[src/rtl/short_scan_pkg.sv]
package short_scan_pkg;

  typedef enum logic [2:0] {
    ST_OFF = 3'd0,
    ST_GND = 3'd1,
    ST_SUP = 3'd2,
    ST_RUN = 3'd3,
    ST_RST = 3'd4
  } scan_state_t;

  localparam logic [1:0] MODE_SE = 2'b10;

endpackage

[src/rtl/short_scan_rsync.sv]
module short_scan_rsync (
  input  logic clk,
  input  logic arst_n,
  output logic srst_n
);

  logic [1:0] sync_q;

  always_ff @(posedge clk or negedge arst_n) begin
    if (!arst_n) sync_q <= 2'b00;
    else         sync_q <= {sync_q[0], 1'b1};
  end

  assign srst_n = sync_q[1];

endmodule

[src/rtl/short_scan_qual.sv]
module short_scan_qual #(
  parameter int NOUT = 4,
  parameter int QUAL = 3
) (
  input  logic            clk,
  input  logic            rst_n,
  input  logic            clr,
  input  logic            sample_en,
  input  logic [NOUT-1:0] flags,
  output logic            short_det
);

  localparam int RW = (QUAL < 2) ? 1 : $clog2(QUAL + 1);
  localparam logic [RW-1:0] LIM = RW'(QUAL - 1);

  logic [NOUT-1:0] hit;

  for (genvar i = 0; i < NOUT; i++) begin : g_ch
    logic [RW-1:0] run_q, run_d;
    logic          run_en;

    assign hit[i]  = sample_en && flags[i] && (run_q == LIM);
    assign run_en  = clr || sample_en;

    always_comb begin
      run_d = run_q;
      if (clr)            run_d = '0;
      else if (flags[i])  run_d = run_q + RW'(1);
      else                run_d = '0;
    end

    always_ff @(posedge clk or negedge rst_n) begin
      if (!rst_n)      run_q <= '0;
      else if (run_en) run_q <= run_d;
    end
  end

  assign short_det = |hit;


  short_needs_sample_chk: assert property (@(posedge clk) disable iff (!rst_n)
    short_det |-> sample_en);

endmodule

[src/rtl/short_scan_fsm.sv]
module short_scan_fsm
  import short_scan_pkg::*;
#(
  parameter int CW = 16
) (
  input  logic          clk,
  input  logic          rst_n,
  input  logic          pwr_good,
  input  logic          reset_req,
  input  logic [1:0]    mode,
  input  logic [CW-1:0] settle,
  input  logic [CW-1:0] step_len,
  input  logic          short_det,
  output logic          sample_en,
  output logic          step_clr,
  output logic          hiz,
  output logic          fault_n,
  output logic          drv_gnd,
  output logic          drv_sup,
  output logic          start_done
);

  scan_state_t   state_q, state_d;
  logic [CW-1:0] cnt_q, cnt_d;
  logic          done_q, done_d;
  logic          in_step, last, cnt_en;

  assign in_step   = (state_q == ST_GND) || (state_q == ST_SUP);
  assign last      = ({1'b0, cnt_q} + (CW+1)'(1)) >= {1'b0, step_len};
  assign sample_en = in_step && (cnt_q >= settle);
  assign cnt_en    = in_step || (cnt_q != '0);

  always_comb begin
    state_d  = state_q;
    cnt_d    = '0;
    done_d   = done_q;
    step_clr = 1'b1;
    if (!pwr_good) begin
      state_d = ST_OFF;
      done_d  = 1'b0;
    end else begin
      unique case (state_q)
        ST_OFF: begin
          if (mode == MODE_SE) begin
            state_d = ST_RUN;
            done_d  = 1'b1;
          end else begin
            state_d = ST_GND;
          end
        end
        ST_GND, ST_SUP: begin
          if (short_det) begin
            state_d = ST_GND;
          end else if (last) begin
            if (state_q == ST_GND) begin
              state_d = ST_SUP;
            end else begin
              state_d = ST_RUN;
              done_d  = 1'b1;
            end
          end else begin
            cnt_d    = cnt_q + CW'(1);
            step_clr = 1'b0;
          end
        end
        ST_RUN: begin
          if (reset_req) state_d = ST_RST;
        end
        ST_RST: begin
          if (!reset_req) state_d = done_q ? ST_RUN : ST_GND;
        end
        default: state_d = ST_OFF;
      endcase
    end
  end

  always_ff @(posedge clk or negedge rst_n) begin
    if (!rst_n) begin
      state_q <= ST_OFF;
      cnt_q   <= '0;
      done_q  <= 1'b0;
    end else begin
      state_q <= state_d;
      done_q  <= done_d;
      if (cnt_en) cnt_q <= cnt_d;
    end
  end

  assign start_done = (state_q == ST_RUN);
  assign hiz        = (state_q != ST_RUN);
  assign fault_n    = !in_step;
  assign drv_gnd    = (state_q == ST_GND);
  assign drv_sup    = (state_q == ST_SUP);


  sup_after_gnd_chk: assert property (@(posedge clk) disable iff (!rst_n)
    (state_q == ST_SUP) |-> ($past(state_q) == ST_GND || $past(state_q) == ST_SUP));


  short_restarts_chk: assert property (@(posedge clk) disable iff (!rst_n)
    (in_step && short_det && pwr_good) |=> (state_q == ST_GND && cnt_q == '0));


  rst_only_after_run_chk: assert property (@(posedge clk) disable iff (!rst_n)
    (state_q == ST_RST) |-> ($past(state_q) == ST_RUN || $past(state_q) == ST_RST));


  one_drive_chk: assert property (@(posedge clk) disable iff (!rst_n)
    $onehot0({drv_gnd, drv_sup, start_done}));


  run_holds_chk: assert property (@(posedge clk) disable iff (!rst_n)
    (start_done && pwr_good && !reset_req) |=> start_done);


  off_on_drop_chk: assert property (@(posedge clk) disable iff (!rst_n)
    !pwr_good |=> (hiz && fault_n && !start_done));

endmodule

[src/rtl/short_scan_seq.sv]
module short_scan_seq #(
  parameter int NOUT = 4,
  parameter int CW   = 16,
  parameter int QUAL = 3
) (
  input  logic            clk,
  input  logic            rst_n,
  input  logic            pwr_good,
  input  logic            reset_req,
  input  logic [1:0]      mode,
  input  logic [CW-1:0]   settle,
  input  logic [CW-1:0]   step_len,
  input  logic [NOUT-1:0] cmp_gnd,
  input  logic [NOUT-1:0] cmp_sup,
  output logic            hiz,
  output logic            fault_n,
  output logic            drv_gnd,
  output logic            drv_sup,
  output logic            start_done
);

  logic            srst_n;
  logic            sample_en, step_clr, short_det;
  logic [NOUT-1:0] flags;

  short_scan_rsync u_rsync (
    .clk    (clk),
    .arst_n (rst_n),
    .srst_n (srst_n)
  );

  assign flags = drv_sup ? cmp_sup : cmp_gnd;

  short_scan_qual #(.NOUT(NOUT), .QUAL(QUAL)) u_qual (
    .clk       (clk),
    .rst_n     (srst_n),
    .clr       (step_clr),
    .sample_en (sample_en),
    .flags     (flags),
    .short_det (short_det)
  );

  short_scan_fsm #(.CW(CW)) u_fsm (
    .clk        (clk),
    .rst_n      (srst_n),
    .pwr_good   (pwr_good),
    .reset_req  (reset_req),
    .mode       (mode),
    .settle     (settle),
    .step_len   (step_len),
    .short_det  (short_det),
    .sample_en  (sample_en),
    .step_clr   (step_clr),
    .hiz        (hiz),
    .fault_n    (fault_n),
    .drv_gnd    (drv_gnd),
    .drv_sup    (drv_sup),
    .start_done (start_done)
  );


  fault_tracks_test_chk: assert property (@(posedge clk) disable iff (!srst_n)
    (!fault_n) == (drv_gnd || drv_sup));


  hiz_vs_done_chk: assert property (@(posedge clk) disable iff (!srst_n)
    hiz == !start_done);

endmodule

[config.mk]
export PLATFORM = sky130hd
export DESIGN_NAME = short_scan_seq
export DESIGN_NICKNAME = d
export VERILOG_FILES = /design/src/rtl/short_scan_pkg.sv /design/src/rtl/short_scan_rsync.sv /design/src/rtl/short_scan_qual.sv /design/src/rtl/short_scan_fsm.sv /design/src/rtl/short_scan_seq.sv
export SDC_FILE = /design/constraint.sdc
export NUM_CORES = 1
export LEC_CHECK = 0
export BUFFER_PORTS_ARGS = -buffer_cell sky130_fd_sc_hd__buf_2
export CAP_MARGIN = 20
export CORE_MARGIN = 3
export CORE_UTILIZATION = 56
export CTS_CLUSTER_DIAMETER = 40
export DETAILED_ROUTE_END_ITERATION = 7
export GPL_ROUTABILITY_DRIVEN = 0
export PLACE_DENSITY = 0.81
export SKIP_CTS_REPAIR_TIMING = 1
export SYNTH_ARGS = -nofsm -noshare
export SYNTH_HDL_FRONTEND = slang
export SYNTH_SLANG_ARGS = --single-unit
export TNS_END_PERCENT = 10
[constraint.sdc]
create_clock -name clk -period 1.3 [get_ports clk]
set_clock_uncertainty 0.2 [all_clocks]
set_input_delay 0.065 -clock clk [delete_from_list [all_inputs] [get_ports clk]]
set_output_delay 0.065 -clock clk [all_outputs]
set_load 0.02 [all_outputs]
==> metrics.log, run 1 <==
[metrics] status: complete, but fails checks
[metrics] failing checks: negative setup slack
[metrics] Final HPWL DP: ~5.1 mm
[metrics] count of antenna diodes in the layout: 0
[metrics] number of buffers added by the clock tree synthesis step: 5
[metrics] CP Class: reg -> reg
[metrics] power per standard cell area: ~1200 mW/mm^2
[metrics] die height: 72.6 um
[metrics] hold slack: approximately 0.005 ns
[metrics] clock root buffer: sky130_fd_sc_hd__clkbuf_8
[metrics] Min Clock Period, post-route: roughly 3.5 ns
[metrics] die footprint: approximately 0.0053 mm^2
[metrics] parity-gate share of the synthesized area counting xor and xnor cells: 0.0493
[metrics] via count of the first global-routing pass: between 2k and 3k
[metrics] drt via density: about 6.0
[metrics] Core Footprint: 0.00414 mm^2
[metrics] number of antenna violations at the first check in global routing: 0
[metrics] leading cell types by total area after synthesis: sky130_fd_sc_hd__dfrtp_1, sky130_fd_sc_hd__ha_1, sky130_fd_sc_hd__inv_1, sky130_fd_sc_hd__and2_1, sky130_fd_sc_hd__nand2_1
[metrics] share of the cycle needed by the critical path after routing: 2.69
[metrics] dominant combinational cell family by area after synthesis: simple AND/OR/NAND/NOR gates
[metrics] Worst VDD drop: about 1400 uV
[metrics] DRT antenna net count: 0
[metrics] Longest Clk Path Bufs: 2
[metrics] final routed DRC violation total: 0
[metrics] cell with the most instances after synthesis: sky130_fd_sc_hd__inv_1
[metrics] area after detailed placement: approximately 0.0032 mm^2
[metrics] number of cells produced by synthesis: 289
[metrics] fraction of final layout cells sized beyond drive strength 1: 0.383
[metrics] Ys Warns: 0
[metrics] cell accounting for the most synthesized area: sky130_fd_sc_hd__dfrtp_1
[metrics] final max-slew violation count: 0
[metrics] data arrival time of the critical path: roughly 3.5 ns
[metrics] wire length of the first global-routing pass: approximately 11 mm
[metrics] top cell type's share of synthesized area: 0.302
[metrics] count of buffers from port buffering: 50
[metrics] largest net degree at the start of global routing: 20
[metrics] startpoint kind of the worst setup timing path: register
[metrics] top-level port count: 51
[metrics] Crit. End Element: register
[metrics] Hold Violations, Final: 0
[metrics] compound-cell area share of the yosys netlist: 0.136
[metrics] most common library cells after synthesis: sky130_fd_sc_hd__inv_1, sky130_fd_sc_hd__ha_1, sky130_fd_sc_hd__dfrtp_1
[metrics] Cell variety after synth: 46
[metrics] share of cell area taken by muxes after synthesis: 0.0196
[metrics] clk slew on worst S/H paths: ~0.07 ns
[metrics] count of routing violations after the opening detailed-route iteration: roughly 270
[metrics] area overhead of the layout relative to synthesis: 45.7%
[metrics] leak pwr: approximately 2.0 nW
[metrics] final net count: around 500
[metrics] path category of the worst min-delay check: reg -> async
[metrics] post-synthesis simple-gate area fraction: 0.214
[metrics] required time of the critical path: about 1.3 ns
[metrics] Avg Cell Area, Syn: 8.60 um^2
[metrics] GRT Util Overall: 0.259
[metrics] post-synthesis net count: approximately 370
[metrics] chip width: about 73 um
[metrics] highest clock rate: approximately 290 MHz
[metrics] Mapped Area: 0.00249 mm^2
[metrics] max-cap check violation count: 0
[metrics] final-report setup violation count: 32
[metrics] starting density of the core: 0.600
[metrics] Final Routed Wirelength: between 8 and 9 mm
[metrics] wire length per cell: around 19 um
[metrics] sequential share of the synthesized area: 0.302
[metrics] Clk Latency, worst-skew pair: slightly below 0.3 ns
[metrics] global route total overflow: 0
[metrics] worst setup slack for register-to-register paths: -2.19 ns
[metrics] clock tree from TritonCTS: yes
[metrics] DR pass1 iterations: 5
[metrics] dominant synthesized flop cell: sky130_fd_sc_hd__dfrtp_1
[metrics] Design Area, Final: 0.00362 mm^2
[metrics] filler cell count in the final layout: 192
[metrics] Clock H-tree levels: 2
[metrics] share of flip-flops with an asynchronous set or reset: 1.00
[metrics] arithmetic-cell share of the synthesized area counting full adders, half adders and majority gates: 0.191
[metrics] flop and latch count out of synthesis: 30
[metrics] Post-Place Setup Slack: -2.00 ns
[metrics] setup slack after layout: -2.19 ns
[metrics] clock sink total: 30
[metrics] Site Rows: 23
[metrics] number of flops mapped to enable cells by yosys: 0
[metrics] vias after detailed routing: roughly 2.8k
[metrics] maximum fanout encountered on the critical timing path: 5
[metrics] unrepaired setup endpoints after global routing: yes
-- power by group --
part,total (mW),internal [mW],switching [mW]
Clock,0.974,0.570,0.404
Combinational,2.18,1.05,1.13
Sequential,1.05,0.998,0.0525
Total,4.21,2.62,1.59
-- logic make-up (layout without fill, tap and decap cells) --
kind of cell | count (synthesis) | in the layout
compound gates | 51 | 51
buf+inv | 54 | 175
simple gates | 97 | 97
mux | 4 | 4
fa+ha+maj | 38 | 38
flops | 30 | 30
other cells | 1 | 1
xor+xnor | 14 | 14
-- critical path, stage by stage (launching register included) --
cell	delay, ns
sky130_fd_sc_hd__dfrtp_1	0.36
sky130_fd_sc_hd__and3_1	0.18
sky130_fd_sc_hd__and3_1	0.21
sky130_fd_sc_hd__nand2_1	0.07
sky130_fd_sc_hd__inv_1	0.15
sky130_fd_sc_hd__nand2_1	0.10
sky130_fd_sc_hd__xnor2_1	0.17
sky130_fd_sc_hd__ha_1	0.31
sky130_fd_sc_hd__nand2_1	0.10
sky130_fd_sc_hd__or3_1	0.44
sky130_fd_sc_hd__a211oi_4	0.33
sky130_fd_sc_hd__a211oi_4	0.10
sky130_fd_sc_hd__buf_6	0.17
sky130_fd_sc_hd__a311oi_1	0.35
sky130_fd_sc_hd__o22ai_1	0.14
-- layout make-up --
cell class	count	area (um^2)	area share
Tap cell	50	62.6	0.0173
Inverter	48	183	0.0504
Clock buffer	5	68.8	0.0190
Multi-Input combinational cell	205	1680	0.463
Sequential cell	30	751	0.207
Clock inverter	3	45.0	0.0124
Timing Repair Buffer	119	835	0.230
-- metrics by stage --
stage	TNS, ns	total power [mW]	utilization	instances
2_1_floorplan	-45.40	1.93	-	289
5_1_grt	-60.20	4.40	0.874	460
3_5_place_dp	-51.24	2.65	0.777	441
4_1_cts	-55.37	3.64	0.805	449
3_3_place_gp	-47.14	2.61	0.777	441
6_report	-58.13	4.21	0.874	460
-- flip-flops by register name, indices dropped and copies added (netlist names) --
register	cells
u_rsync.sync_q	2
u_fsm.state_q	3
u_fsm.cnt_q	16
u_fsm.done_q	1
u_qual.g_ch.run_q	8
-- metal layers --
metal  up-vias  routed length [um]  global-route usage
li1       1232                   -                   -
met1      1293                3360               0.316
met5         -                   0                   0
met3        54                 629              0.0565
met4         0                 422               0.107
met2       179                4230               0.443
-- worst paths after layout --
path,to,start,cells after the start
max,u_fsm.state_q[0]$_DFFE_PN0P_,u_fsm.cnt_q[3]$_DFFE_PN0P_,14
min,u_qual.g_ch[3].run_q[0]$_DFFE_PN0P_,u_rsync.sync_q[1]$_DFF_PN0_,1
max reg2reg,u_fsm.state_q[0]$_DFFE_PN0P_,u_fsm.cnt_q[3]$_DFFE_PN0P_,14
min reg2reg,u_qual.g_ch[3].run_q[0]$_DFFE_PN0P_,u_rsync.sync_q[1]$_DFF_PN0_,1
max in group asynchronous,u_rsync.sync_q[0]$_DFF_PN0_,rst_n,3
min in group clk,u_fsm.state_q[0]$_DFFE_PN0P_,reset_req,4
-- cells in the final DEF, fill, tap and decap left out, types with 10 or more instances in the layout --
cell type	Yosys	layout
sky130_fd_sc_hd__buf_4	1	57
sky130_fd_sc_hd__nand3_1	14	13
sky130_fd_sc_hd__xnor2_1	10	10
sky130_fd_sc_hd__o21ai_0	11	11
sky130_fd_sc_hd__and2_1	18	13
sky130_fd_sc_hd__dfrtp_1	30	30
sky130_fd_sc_hd__buf_2	1	47
sky130_fd_sc_hd__inv_1	48	46
sky130_fd_sc_hd__nand2_1	24	22
sky130_fd_sc_hd__ha_1	38	38
sky130_fd_sc_hd__a21oi_1	14	13
(Power assumes the default switching activity.)
==> inputs of run 2 (changes only) <==
--- a/config.mk
+++ b/config.mk
@@ -13,6 +13,7 @@
 export DETAILED_ROUTE_END_ITERATION = 7
 export GPL_ROUTABILITY_DRIVEN = 0
 export PLACE_DENSITY = 0.81
+export RECOVER_POWER = 50
 export SKIP_CTS_REPAIR_TIMING = 1
 export SYNTH_ARGS = -nofsm -noshare
 export SYNTH_HDL_FRONTEND = slang
==> run 2 against run 1 <==
Against the previous run: the flow still finishes with violations (negative setup slack); worst hold slack gained 0.0083 ns; sequential power barely moved; critical path depth did not move; core utilization fell by 0.15 points; total power barely moved; maximum frequency fell by 0.27%; largest power group unchanged.
==> metrics.log, run 2 (synthesis gave the netlist of run 1 again) <==
[metrics] Worst VDD drop: 1410 uV (about the same)
[metrics] max-cap check violation count: 0 (unchanged)
[metrics] Min Clock Period, post-route: 3.50 ns (was 3.49 ns)
[metrics] chip width: 72.6 um (unchanged)
[metrics] CP Class: reg -> reg (unchanged)
[metrics] Final Routed Wirelength: 8.61 mm (was 8.64 mm)
[metrics] leak pwr: 1.96 nW (was 1.97 nW)
[metrics] drt via density: 6.01 (was 6.00)
[metrics] unrepaired setup endpoints after global routing: yes (unchanged)
[metrics] RR Startpoint: u_fsm.cnt_q[3]$_DFFE_PN0P_ (unchanged)
[metrics] failing checks: negative setup slack (unchanged)
[metrics] clock root buffer: sky130_fd_sc_hd__clkbuf_8 (unchanged)
[metrics] power per standard cell area: 1160 mW/mm^2 (about the same)
[metrics] register bank with the most flops: u_fsm.cnt_q (unchanged)
[metrics] vias after detailed routing: 2764 (was 2758)
[metrics] Slew HR: 0.521
[metrics] count of buffers from port buffering: 50 (unchanged)
[metrics] slew at the pin closest to its max-slew limit: around 0.72 ns
[metrics] clock sink total: 30 (unchanged)
[metrics] Design Area, Final: 0.00362 mm^2 (about the same)
[metrics] DRT antenna net count: 0 (unchanged)
[metrics] Critical Path Slowest Stage Cell: sky130_fd_sc_hd__or3_1 (unchanged)
[metrics] wire length per cell: 18.7 um (was 18.8 um)
[metrics] switching pwr: 1.59 mW (about the same)
[metrics] area overhead of the layout relative to synthesis: 45.5% (was 45.7%)
[metrics] clock tree from TritonCTS: yes (unchanged)
[metrics] status: complete, but fails checks (unchanged)
[metrics] Core Footprint: 0.00414 mm^2 (unchanged)
[metrics] launch point of the worst hold path: reset_req
[metrics] maximum fanout encountered on the critical timing path: 5 (unchanged)
[metrics] setup slack after layout: -2.20 ns (was -2.19 ns)
[metrics] Clk Latency, worst-skew pair: 0.29 ns (about the same)
[metrics] Final HPWL DP: 5.13 mm (unchanged)
[metrics] global route total overflow: 0 (unchanged)
[metrics] final max-slew violation count: 0 (unchanged)
[metrics] starting density of the core: 0.600 (unchanged)
[metrics] hold slack: 0.0134 ns (was 0.00506 ns)
[metrics] highest clock rate: 286 MHz (about the same)
[metrics] cells traversed along the worst timing path: and3_1 > and3_1 > nand2_1 > inv_1 > nand2_1 > xnor2_1 > ha_1 > nand2_1 > or3_1 > a211oi_4 > a211oi_4 > buf_6 > a311oi_1 > o22ai_1 (unchanged)
[metrics] Crit. End Element: register (unchanged)
[metrics] Top Registers: u_fsm.cnt_q (16), u_qual.g_ch.run_q (8), u_fsm.state_q (3) (unchanged)
[metrics] data arrival time of the critical path: 3.46 ns (was 3.45 ns)
[metrics] crit-path leading delay family: simple AND/OR/NAND/NOR gates (unchanged)
[metrics] power share of the combinational group: 0.519 (about the same)
[metrics] share of power burned in the clock network: 0.231 (was 0.232)
[metrics] number of cells in the finished layout apart from fillers: 460 (unchanged)
[metrics] DR pass1 iterations: 5 (unchanged)
[metrics] die footprint: 0.00528 mm^2 (unchanged)
[metrics] number of antenna violations at the first check in global routing: 0 (unchanged)
[metrics] path category of the worst min-delay check: in -> reg (was reg -> async)
[metrics] startpoint kind of the worst setup timing path: register (unchanged)
[metrics] Clock H-tree levels: 2 (unchanged)
[metrics] Placed Cells: 441 (unchanged)
[metrics] count of antenna diodes in the layout: 0 (unchanged)
[metrics] count of routing violations after the opening detailed-route iteration: 249 (was 274)
[metrics] endpoint of the worst register-to-register path: u_fsm.state_q[0]$_DFFE_PN0P_ (unchanged)
[metrics] required time of the critical path: 1.26 ns (about the same)
[metrics] final-report setup violation count: 32 (unchanged)
[metrics] GRT Util Overall: 0.259 (unchanged)
[metrics] top-level port count: 51 (unchanged)
[metrics] fraction of final layout cells sized beyond drive strength 1: 0.380 (was 0.383)
[metrics] worst path buffer plus inverter count: 2 (unchanged)
[metrics] via count of the first global-routing pass: 2501 (unchanged)
[metrics] sum of internal, switching and leakage power: 4.21 mW (about the same)
[metrics] Max stage delay on crit path: 0.44 ns (about the same)
[metrics] final net count: 493 (unchanged)
[metrics] share of the cycle needed by the critical path after routing: 2.69 (about the same)
[metrics] worst setup slack for register-to-register paths: -2.20 ns (was -2.19 ns)
[metrics] commonest cells after routing, fill and taps aside: sky130_fd_sc_hd__buf_4, sky130_fd_sc_hd__buf_2, sky130_fd_sc_hd__inv_1, sky130_fd_sc_hd__ha_1, sky130_fd_sc_hd__dfrtp_1 (unchanged)
[metrics] sequential fraction of design power: 0.250 (about the same)
[metrics] Longest Clk Path Bufs: 2 (unchanged)
[metrics] die height: 72.6 um (unchanged)
[metrics] Post-Place Setup Slack: -2.00 ns (unchanged)
[metrics] area occupied by multi-input gates: 0.00168 mm^2 (unchanged)
[metrics] cells on worst reg2reg path: 14 (unchanged)
[metrics] filler cell count in the final layout: 195 (was 192)
[metrics] switching share of total power: 0.378 (was 0.377)
[metrics] number of buffers added by the clock tree synthesis step: 5 (unchanged)
[metrics] most common library cell in the layout ignoring fill and taps: sky130_fd_sc_hd__buf_4 (unchanged)
[metrics] sequential cell area: 751 um^2 (unchanged)
[metrics] setup TNS: -58.05 ns (was -58.13 ns)
[metrics] first element of the critical path: u_fsm.cnt_q[3]$_DFFE_PN0P_ (unchanged)
[metrics] core utilization of the finished layout: 0.873 (was 0.874)
[metrics] hold endpoint: u_fsm.state_q[0]$_DFFE_PN0P_
[metrics] wire length of the first global-routing pass: 10.6 mm (unchanged)
[metrics] final routed DRC violation total: 0 (unchanged)
[metrics] cell-internal power: 2.62 mW (about the same)
[metrics] max reg flops: 16 (unchanged)
[metrics] Site Rows: 23 (unchanged)
[metrics] hold path depth: 4
[metrics] area after detailed placement: 0.00322 mm^2 (unchanged)
[metrics] Hold Violations, Final: 0 (unchanged)
[metrics] clk slew on worst S/H paths: 0.07 ns (about the same)
[metrics] largest net degree at the start of global routing: 20 (unchanged)
[metrics] Critical Path Most Common Cell: sky130_fd_sc_hd__nand2_1 (unchanged)
[run 2: changes by cell type in the layout (fill, tap and decap cells not counted)]
cell	before	now
sky130_fd_sc_hd__clkbuf_1	0	1
sky130_fd_sc_hd__buf_4	57	55
sky130_fd_sc_hd__clkbuf_2	0	1
[run 2: per-layer routing]
layer / part of all wire / track usage / wire length [um]
met1: 0.38 / 0.316 / 3310
met5: 0 / 0 / 0
met2: 0.49 / 0.443 / 4220
met3: 0.075 / 0.0565 / 648
met4: 0.051 / 0.107 / 435
[run 2: tightest hold or removal path: stages]
cell	delay [ns]
sky130_fd_sc_hd__buf_2	0.11
sky130_fd_sc_hd__o21ai_0	0.08
sky130_fd_sc_hd__nand3_1	0.11
sky130_fd_sc_hd__o22ai_1	0.09
[run 2: final cells by class]
type                       count  area share
multi-input combinational    205       0.464
timing repair buffer         119       0.229
sequential                    30       0.208
inverter                      48      0.0505
clock buffer                   5      0.0190
tap                           50      0.0173
clock inverter                 3      0.0125
[run 2: worst max-delay path by stage]
stage	to	cells past startpoint
after floorplan	u_qual.g_ch[0].run_q[0]$_DFFE_PN0P_	14
after global placement	u_fsm.state_q[0]$_DFFE_PN0P_	14
after detailed placement	u_fsm.state_q[0]$_DFFE_PN0P_	14
after CTS	u_fsm.state_q[0]$_DFFE_PN0P_	14
after global routing	u_fsm.state_q[0]$_DFFE_PN0P_	14
final	u_fsm.state_q[0]$_DFFE_PN0P_	14
[run 2: power groups by stage]
stage	Combinational [mW]	Sequential (mW)	Clock (mW)
2_1_floorplan	0.828	1.10	0
3_3_place_gp	1.55	1.06	0
3_5_place_dp	1.59	1.06	0
4_1_cts	1.63	1.04	0.963
5_1_grt	2.33	1.05	1.01
6_report	2.18	1.05	0.973
==> inputs of run 3 (changes only) <==
--- a/config.mk
+++ b/config.mk
@@ -7,7 +7,6 @@
 export LEC_CHECK = 0
 export BUFFER_PORTS_ARGS = -buffer_cell sky130_fd_sc_hd__buf_2
 export CAP_MARGIN = 20
-export CORE_MARGIN = 3
 export CORE_UTILIZATION = 56
 export CTS_CLUSTER_DIAMETER = 40
 export DETAILED_ROUTE_END_ITERATION = 7
==> run 3 against run 2 <==
Against the previous run: the run still ends with negative setup slack left; combinational power decreased by 3%; critical endpoint is now u_qual.g_ch[3].run_q[1]$_DFFE_PN0P_; cell count up 0.43%; flip-flop and latch count unchanged; setup slack improved by 0.14 ns; via count increased by 0.29%; largest power group unchanged; worst hold slack about the same; maximum frequency up 4.3%; routed wire length is 2.6% higher; sequential share of layout area is 0.072 points higher.
==> metrics.log, run 3 (synthesis gave the netlist of run 1 again) <==
[metrics] status: complete, but fails checks (unchanged)
[metrics] failing checks: negative setup slack (unchanged)
[metrics] met3 track demand over resource in global routing: 0.0691 (was 0.0565)
[metrics] Crit. End Element: register (unchanged)
[metrics] Clk Latency, worst-skew pair: 0.30 ns (was 0.29 ns)
[metrics] chip width: 68.6 um (was 72.6 um)
[metrics] GRT Util Overall: 0.307 (was 0.259)
[metrics] max-cap check violation count: 0 (unchanged)
[metrics] most common library cell in the layout ignoring fill and taps: sky130_fd_sc_hd__buf_4 (unchanged)
[metrics] clk slew on worst S/H paths: 0.08 ns (was 0.07 ns)
[metrics] starting density of the core: 0.600 (unchanged)
[metrics] cells traversed along the worst timing path: and4_1 > and2_4 > and3_4 > and3_4 > xor2_4 > ha_4 > a21oi_2 > nor2b_1 > nor4b_2 > nand3_1 > a211oi_4 > nand2_4 > o31ai_1 (was and3_1 > and3_1 > nand2_1 > inv_1 > nand2_1 > xnor2_1 > ha_1 > nand2_1 > or3_1 > a211oi_4 > a211oi_4 > buf_6 > a311oi_1 > o22ai_1)
[metrics] Worst VDD drop: 1070 uV (was 1410 uV)
[metrics] setup slack after layout: -2.06 ns (was -2.20 ns)
[metrics] CP Class: reg -> reg (unchanged)
[metrics] slew at the pin closest to its max-slew limit: 0.643 ns (was 0.719 ns)
[metrics] final net count: 495 (was 493)
[metrics] clock root buffer: sky130_fd_sc_hd__clkbuf_8 (unchanged)
[metrics] area overhead of the layout relative to synthesis: 45.0% (was 45.5%)
[metrics] Final HPWL DP: 5.34 mm (was 5.13 mm)
[metrics] data arrival time of the critical path: 3.34 ns (was 3.46 ns)
[metrics] Longest Clk Path Bufs: 2 (unchanged)
[metrics] maximum fanout encountered on the critical timing path: 8 (was 5)
[metrics] vias after detailed routing: 2772 (was 2764)
[metrics] die height: 68.6 um (was 72.6 um)
[metrics] Top Registers: u_fsm.cnt_q (16), u_qual.g_ch.run_q (8), u_fsm.state_q (3) (unchanged)
[metrics] Site Rows: 23 (unchanged)
[metrics] top-level port count: 51 (unchanged)
[metrics] final-report setup violation count: 32 (unchanged)
[metrics] startpoint kind of the worst setup timing path: register (unchanged)
[metrics] Max stage delay on crit path: 0.36 ns (was 0.44 ns)
[metrics] Slew HR: 0.571 (was 0.521)
[metrics] fraction of final layout cells sized beyond drive strength 1: 0.376 (was 0.380)
[metrics] wire length per cell: 19.1 um (was 18.7 um)
[metrics] crit-path leading delay family: simple AND/OR/NAND/NOR gates (unchanged)
[metrics] required time of the critical path: 1.29 ns (was 1.26 ns)
[metrics] highest clock rate: 298 MHz (was 286 MHz)
[metrics] clock sink total: 30 (unchanged)
[metrics] GR Util met2: 0.543 (was 0.443)
[metrics] launch point of the worst hold path: reset_req (unchanged)
[metrics] leak pwr: 1.96 nW (about the same)
[metrics] Critical Path Slowest Stage Cell: sky130_fd_sc_hd__dfrtp_1 (was sky130_fd_sc_hd__or3_1)
[metrics] Min Clock Period, post-route: 3.36 ns (was 3.50 ns)
[metrics] unrepaired setup endpoints after global routing: yes (unchanged)
[metrics] most congested layer reported by global routing: met2 (unchanged)
[metrics] Core Footprint: 0.00414 mm^2 (unchanged)
[metrics] area after detailed placement: 0.00323 mm^2 (was 0.00322 mm^2)
[metrics] filler cell count in the final layout: 206 (was 195)
[metrics] DRT antenna net count: 0 (unchanged)
[metrics] commonest cells after routing, fill and taps aside: sky130_fd_sc_hd__buf_4, sky130_fd_sc_hd__buf_2, sky130_fd_sc_hd__inv_1, sky130_fd_sc_hd__ha_1, sky130_fd_sc_hd__dfrtp_1 (unchanged)
[metrics] hold endpoint: u_fsm.state_q[0]$_DFFE_PN0P_ (unchanged)
[metrics] largest net degree at the start of global routing: 20 (unchanged)
[metrics] hold slack: 0.0135 ns (was 0.0134 ns)
[metrics] number of antenna violations at the first check in global routing: 0 (unchanged)
[metrics] Critical Path Most Common Cell: sky130_fd_sc_hd__and3_4 (was sky130_fd_sc_hd__nand2_1)
[metrics] Final Routed Wirelength: 8.83 mm (was 8.61 mm)
[metrics] global route total overflow: 0 (unchanged)
[metrics] worst path buffer plus inverter count: 0 (was 2)
[metrics] worst setup slack for register-to-register paths: -2.06 ns (was -2.20 ns)
[metrics] max reg flops: 16 (unchanged)
[metrics] share of the cycle needed by the critical path after routing: 2.58 (was 2.69)
[metrics] RR Startpoint: u_fsm.cnt_q[7]$_DFFE_PN0P_ (was u_fsm.cnt_q[3]$_DFFE_PN0P_)
[metrics] register bank with the most flops: u_fsm.cnt_q (unchanged)
[metrics] number of buffers added by the clock tree synthesis step: 5 (unchanged)
[metrics] met1 demand-to-capacity share in global routing: 0.366 (was 0.316)
[metrics] final max-slew violation count: 0 (unchanged)
[metrics] final routed DRC violation total: 0 (unchanged)
[metrics] drt via density: 6.00 (was 6.01)
[metrics] via count of the first global-routing pass: 2413 (was 2501)
[metrics] DR pass1 iterations: 4 (was 5)
[metrics] wire length of the first global-routing pass: 10.4 mm (was 10.6 mm)
[metrics] power per standard cell area: 1110 mW/mm^2 (was 1160 mW/mm^2)
[metrics] clock tree from TritonCTS: yes (unchanged)
[metrics] count of routing violations after the opening detailed-route iteration: 228 (was 249)
[metrics] endpoint of the worst register-to-register path: u_qual.g_ch[3].run_q[1]$_DFFE_PN0P_ (was u_fsm.state_q[0]$_DFFE_PN0P_)
[metrics] die footprint: 0.00471 mm^2 (was 0.00528 mm^2)
[metrics] Clock H-tree levels: 2 (unchanged)
[metrics] count of antenna diodes in the layout: 0 (unchanged)
[metrics] hold path depth: 4 (unchanged)
[metrics] path category of the worst min-delay check: in -> reg (unchanged)
[metrics] Hold Violations, Final: 0 (unchanged)
[metrics] count of buffers from port buffering: 50 (unchanged)
[metrics] cells on worst reg2reg path: 13 (was 14)
[metrics] Design Area, Final: 0.00360 mm^2 (was 0.00362 mm^2)
-- run 3: cell types whose count changed in the layout (fill, tap and decap cells not counted), sizes merged --
cell | before | now
clkbuf | 7 | 9
clkinvlp | 2 | 0
buf | 112 | 114
clkinv | 0 | 1
bufinv | 1 | 0
-- run 3: power by group --
part           switching [mW]  internal [mW]
sequential             0.0549          0.999
combinational            1.10           1.02
clock                   0.394          0.427
-- run 3: routing by layer --
| metal | routed length (um) | share of wire |
|---|---|---|
| met5 | 0 | 0 |
| met2 | 4180 | 0.47 |
| met3 | 800 | 0.091 |
| met1 | 3350 | 0.38 |
| met4 | 507 | 0.057 |
-- run 3: cell type report --
| class | instances | area [um^2] | area share |
|---|---|---|---|
| Sequential cell | 30 | 751 | 0.208 |
| Tap cell | 50 | 62.6 | 0.0174 |
| Timing Repair Buffer | 121 | 843 | 0.234 |
| Multi-Input combinational cell | 205 | 1670 | 0.464 |
| Clock inverter | 1 | 5.00 | 0.00139 |
| Inverter | 48 | 183 | 0.0507 |
| Clock buffer | 7 | 86.3 | 0.0239 |
-- run 3: how the worst max path moves through the flow --
stage | endpoint | startpoint | depth (start not counted)
after detailed placement | u_fsm.state_q[0]$_DFFE_PN0P_ | u_fsm.cnt_q[7]$_DFFE_PN0P_ | 14
after global placement | u_fsm.state_q[0]$_DFFE_PN0P_ | u_fsm.cnt_q[6]$_DFFE_PN0P_ | 14
after global routing | u_qual.g_ch[3].run_q[1]$_DFFE_PN0P_ | u_fsm.cnt_q[2]$_DFFE_PN0P_ | 13
after CTS | u_fsm.state_q[0]$_DFFE_PN0P_ | u_fsm.cnt_q[7]$_DFFE_PN0P_ | 14
final | u_qual.g_ch[3].run_q[1]$_DFFE_PN0P_ | u_fsm.cnt_q[7]$_DFFE_PN0P_ | 13
after floorplan | u_qual.g_ch[0].run_q[0]$_DFFE_PN0P_ | u_fsm.cnt_q[6]$_DFFE_PN0P_ | 14
-- run 3: metrics by stage --
stage / setup slack (ns) / setup TNS, ns / util / total power [mW] / std cells
6_report: -2.06 / -54.61 / 0.870 / 3.99 / 462
5_1_grt: -2.16 / -57.68 / 0.870 / 4.18 / 462
4_1_cts: -2.03 / -53.53 / 0.801 / 3.47 / 450
3_5_place_dp: -1.95 / -49.81 / 0.779 / 2.67 / 442
3_3_place_gp: -1.78 / -46.10 / 0.779 / 2.61 / 442
2_1_floorplan: -1.81 / -45.40 / - / 1.93 / 289
-- run 3: worst min-delay path, delay by kind of cell --
family	cells	cell delay (ns)
and+or+nand+nor	1	0.11
AOI/OAI and AO/OA	2	0.17
buffers and inverters	1	0.10
